==> src/rtl/mtx_pkg.sv <==
package mtx_pkg;
    typedef enum logic [1:0] {
        ST_IDLE   = 2'd0,
        ST_FIRST  = 2'd1,
        ST_SECOND = 2'd2
    } tx_state_e;
endpackage

==> src/rtl/mtx_cell_fsm.sv <==
module mtx_cell_fsm
    import mtx_pkg::*;
(
    input  logic      clk,
    input  logic      rst_n,
    input  logic      half_ce,
    input  logic      tx_req,
    input  logic      nrz_bit,
    output tx_state_e state,
    output logic      cell_bit
);
    tx_state_e state_nx;
    logic      cell_bit_nx;

    // State register and captured data bit
    always_ff @(posedge clk or negedge rst_n) begin
        if (!rst_n) begin
            state    <= ST_IDLE;
            cell_bit <= 1'b0;
        end else if (half_ce) begin
            state    <= state_nx;
            cell_bit <= cell_bit_nx;
        end
    end

    // Transitions; a new bit is captured only when a cell starts
    always_comb begin
        state_nx    = state;
        cell_bit_nx = cell_bit;
        unique case (state)
            ST_IDLE: begin
                if (tx_req) begin
                    state_nx    = ST_FIRST;
                    cell_bit_nx = nrz_bit;
                end
            end
            ST_FIRST: begin
                state_nx = ST_SECOND;
            end
            ST_SECOND: begin
                if (tx_req) begin
                    state_nx    = ST_FIRST;
                    cell_bit_nx = nrz_bit;
                end else begin
                    state_nx = ST_IDLE;
                end
            end
            default: begin
                state_nx = ST_IDLE;
            end
        endcase
    end
endmodule

==> src/rtl/mtx_line_encoder.sv <==
module mtx_line_encoder
    import mtx_pkg::*;
#(
    parameter logic ONE_LOW_FIRST = 1'b1,
    parameter logic ZD_LEVEL      = 1'b0
) (
    input  tx_state_e state,
    input  logic      cell_bit,
    input  logic      idle_hi_sel,
    output logic      line_p,
    output logic      line_n
);
    logic first_lvl;

    assign first_lvl = cell_bit ^ ONE_LOW_FIRST;

    always_comb begin
        line_p = ZD_LEVEL;
        line_n = ZD_LEVEL;
        unique case (state)
            ST_FIRST: begin
                line_p = first_lvl;
                line_n = ~first_lvl;
            end
            ST_SECOND: begin
                line_p = ~first_lvl;
                line_n = first_lvl;
            end
            ST_IDLE: begin
                if (idle_hi_sel) begin
                    line_p = 1'b1;
                    line_n = 1'b0;
                end
            end
            default: begin
                line_p = ZD_LEVEL;
                line_n = ZD_LEVEL;
            end
        endcase
    end
endmodule

==> src/rtl/manchester_tx.sv <==
module manchester_tx
    import mtx_pkg::*;
#(
    parameter logic ONE_LOW_FIRST = 1'b1,
    parameter logic ZD_LEVEL      = 1'b0
) (
    input  logic clk,
    input  logic rst_n,
    input  logic half_ce,
    input  logic tx_req,
    input  logic nrz_bit,
    input  logic idle_hi_sel,
    output logic line_p,
    output logic line_n
);
    tx_state_e tx_state;
    logic      cell_bit;

    mtx_cell_fsm u_fsm (
        .clk      (clk),
        .rst_n    (rst_n),
        .half_ce  (half_ce),
        .tx_req   (tx_req),
        .nrz_bit  (nrz_bit),
        .state    (tx_state),
        .cell_bit (cell_bit)
    );

    mtx_line_encoder #(
        .ONE_LOW_FIRST (ONE_LOW_FIRST),
        .ZD_LEVEL      (ZD_LEVEL)
    ) u_enc (
        .state       (tx_state),
        .cell_bit    (cell_bit),
        .idle_hi_sel (idle_hi_sel),
        .line_p      (line_p),
        .line_n      (line_n)
    );
endmodule

==> config.mk <==
export PLATFORM = sky130hd
export DESIGN_NAME = manchester_tx
export DESIGN_NICKNAME = d
export VERILOG_FILES = /design/src/rtl/mtx_pkg.sv /design/src/rtl/mtx_cell_fsm.sv /design/src/rtl/mtx_line_encoder.sv /design/src/rtl/manchester_tx.sv
export SDC_FILE = /design/constraint.sdc
export NUM_CORES = 1
export LEC_CHECK = 0
export ABC_AREA = 1
export BUFFER_PORTS_ARGS = -buffer_cell sky130_fd_sc_hd__clkbuf_2
export CORE_AREA = 4 4 41 43
export CTS_CLUSTER_SIZE = 25
export DETAILED_ROUTE_END_ITERATION = 10
export DIE_AREA = 0 0 45 47
export PLACE_DENSITY = 0.33
export REMOVE_ABC_BUFFERS = 1
export SKIP_CTS_REPAIR_TIMING = 1
export SLEW_MARGIN = 20
export SYNTH_ARGS = -nofsm -noshare
export SYNTH_HDL_FRONTEND = slang
export SYNTH_SLANG_ARGS = --single-unit
==> constraint.sdc <==
create_clock -name clk -period 1 [get_ports clk]
set_input_delay 0.2 -clock clk [delete_from_list [all_inputs] [get_ports clk]]
set_output_delay 0.2 -clock clk [all_outputs]
set_load 0.005 [all_outputs]
==> results.md <==
- Worst Setup End Kind: output port
- Iter 0 DRT Violations: 0
- Maximum vdd drop: between 0.6 and 0.7 mV
- Simple-gate share of the synthesized area: between 30% and 40%
- Yosys warning count: 0
- P per Cell Area: approximately 1700 nW/um^2
- CTS Buffer Depth: 2
- Main combinational cell family by area after synthesis: simple AND/OR/NAND/NOR gates
- Clock insertion delay at the later pin of the skew report: around 0.23 ns
- Post-DRT Antenna Nets: 0
- Crit path max-delay family: flip-flops
- FF+latch count, synth: 3
- Total Wirelength: ~420 microns
- Reg2Reg Depth: 6
- CTS clk-pin slew, worst paths: 0.04 ns
- Final Cycle Share: 122%
- XOR/XNOR Fraction of Synth Area: 0%
- Switching power: ~0.14 mW
- Minimum clock period: 1.22 ns
- Area of the core: about 1300 sq um
- Starting Density: between 10% and 20%
- Die H: ~47 microns
- H-tree levels: 1
- Distinct cells, synth: 8
- DR vias: about 190
- CTS Sinks: 3
- Crit path largest cell delay: approximately 0.43 ns
- CP required: ~0.80 ns
- Final worst slack: -0.223 ns
- Arrival time worst endpoint: approximately 1.0 ns
- RSZ-0062 raised after global routing: yes
- Comb pwr share: between 20% and 30%
- Max Transition Viols Final: 0
- Worst reg2reg startpoint: u_fsm.state[0]$_DFFE_PN0P_
- Filler cells: about 160
- Clk pwr share: about 43%
- Slew @ Worst Pin: between 0.1 and 0.15 ns
- Area after DPL: 218 sq um
- CTS Buf Count: 3
- Vias in the first global route: around 180
- Share of cells above drive strength 1: between 50% and 60%
- Clock skew: approximately 0.0014 ns
- DRC: 0
- Layout Cells excl Fill: 52
- Failing checks: negative setup slack
- Gate Count Post-Synth: 22
- Placed Cells incl. Taps: 45
- Layout Nets: 44
- Sequential share of the synthesized area: between 40% and 50%
- First-pass GRT wire length: 690 microns
- Max Fclk: between 800 and 900 MHz
- CP endpoint: line_p
- Post-Synth Adder-Cell Area: 0%
- DR pass1 iterations: 1
- Buf/Inv on CP: 2
- Final Hold Viols: 0
- Row count: 13
- MaxCap Viol Count: 0
- R2r setup slk: 0.02 ns
- Vias per cell: 3.71
- Initial antenna violation count: 0
- Root Driver: clkbuf_4
- Flop pwr share: approximately 32%
- Critical Path Source: u_fsm.state[0]$_DFFE_PN0P_
- CTS tree: yes
- Status: finished with violations
- GP Congestion: a little under 0.7
- Worst reg2reg endpoint: u_fsm.cell_bit$_DFFE_PN0P_
- Relative slew margins: between 90 and 100%
- Congestion Overflow GR: 0
- Commonest non-fill, non-tap cell in the layout: clkbuf_2
- Count of endpoints failing setup in the final report: 2
- Critical path class: reg -> out
- Worst slack, placed: -0.00820 ns
- Largest net degree at the start of global routing: 6
- Sw frac: around 28%
- All-Layer GR Usage: 4.99%
- Area grow syn2layout: 84.0%
- Maximum fanout along the worst path: 5
- Multi-input gate area: approximately 80 sq um
- Crit-path most repeated cell: nor2_1
- Worst path depth: 5
- Startpoint types: flip-flop
- Mapped Avg Cell Area: 7.11 sq um
- Multiplexer share of the synthesized area: 0%
- Synth Area in Compound Gates: under 10%
- Mapped Area: 156 sq um
- Crit path cell chain: inv_2, nand2_2, nor2_1, nor2_1, buf_2
- Wirelength per Cell: a little over 8 microns
- DP HPWL: 304 microns
- Die width: 45 microns
- FF/Latch Area: roughly 76 sq um
- Commonest non-fill, non-tap cells in the layout: clkbuf_2, nand2_1, inv_1, clkbuf_4
- Leakage Power: 0.151 nW
- N_diodes: 0
- IO buf count: 7
- Design area: roughly 290 sq um
- Area of the die: between 2000 and 2500 sq um
- Pint: 0.357 mW
- Hold crit path type: in -> reg
- Ports: 8
- Pwr Total: ~0.50 mW
- Worst path slowest cell: dfrtp_2
-- power groups by stage --
stage               clock network, mW  registers, mW  logic [mW]
floorplan                           0          0.155      0.0462
global placement                    0          0.160      0.0869
detailed placement                  0          0.160      0.0898
CTS                             0.224          0.158      0.0901
global route                    0.235          0.166       0.139
finish                          0.213          0.161       0.123
-- worst min-delay path by stage --
stage                        from                         end  slack, ns  depth (start not counted)
final                     half_ce  u_fsm.state[0]$_DFFE_PN0P_       0.21                          2
after global routing      nrz_bit  u_fsm.cell_bit$_DFFE_PN0P_       0.21                          3
after CTS                   rst_n  u_fsm.cell_bit$_DFFE_PN0P_      -0.25                          1
after detailed placement    rst_n  u_fsm.cell_bit$_DFFE_PN0P_    -0.0002                          1
after global placement      rst_n  u_fsm.cell_bit$_DFFE_PN0P_    -0.0007                          1
after floorplan             rst_n  u_fsm.cell_bit$_DFFE_PN0P_       -0.1                          0
-- cell type report --
type | count | share of cell area, %
sequential | 3 | 26.5
clock buffer | 4 | 9.13
tap | 15 | 6.52
multi-input combinational | 15 | 27.8
timing repair buffer | 11 | 24.8
inverter | 4 | 5.22
-- cell usage after synthesis (all sizes together) --
cell type  number  area share [%]
inv             4             9.6
dfrtp           3              48
o21ai           3             9.6
nand4           1             4.0
nand2           6              14
nor2            2             4.8
nand3           3             9.6
-- registers in the layout (all words and copies together), names as in the netlist --
register,cells
u_fsm.cell_bit,1
u_fsm.state,2
-- through the flow --
step                      util [%]  hold WS [ns]  TNS (ns)
after floorplan                  -       -0.0956         0
after global placement        16.7     -0.000707         0
after detailed placement      16.7     -0.000187  -0.00820
after CTS                     18.8        -0.252    -0.486
after global routing          22.1         0.211    -0.617
final                         22.1         0.212    -0.410
-- metal layers --
| layer | track usage, % | part of all wire (%) | vias to the layer above | wire length, microns |
|---|---|---|---|---|
| met3 | 3.45 | 14 | 0 | 58 |
| met5 | 0 | 0 | - | 0 |
| met1 | 5.50 | 43 | 83 | 183 |
| met2 | 5.93 | 43 | 10 | 181 |
| li1 | - | - | 100 | - |
| met4 | 5.26 | 0 | 0 | 0 |
-- logic make-up (layout without fill, tap and decap cells) --
kind of cell	Yosys count	in the layout
DFF	3	3
buffers and inverters	4	19
AOI/OAI and AO/OA	3	3
and+or+nand+nor	12	12
No activity file was read; power rests on OpenSTA's default activity.
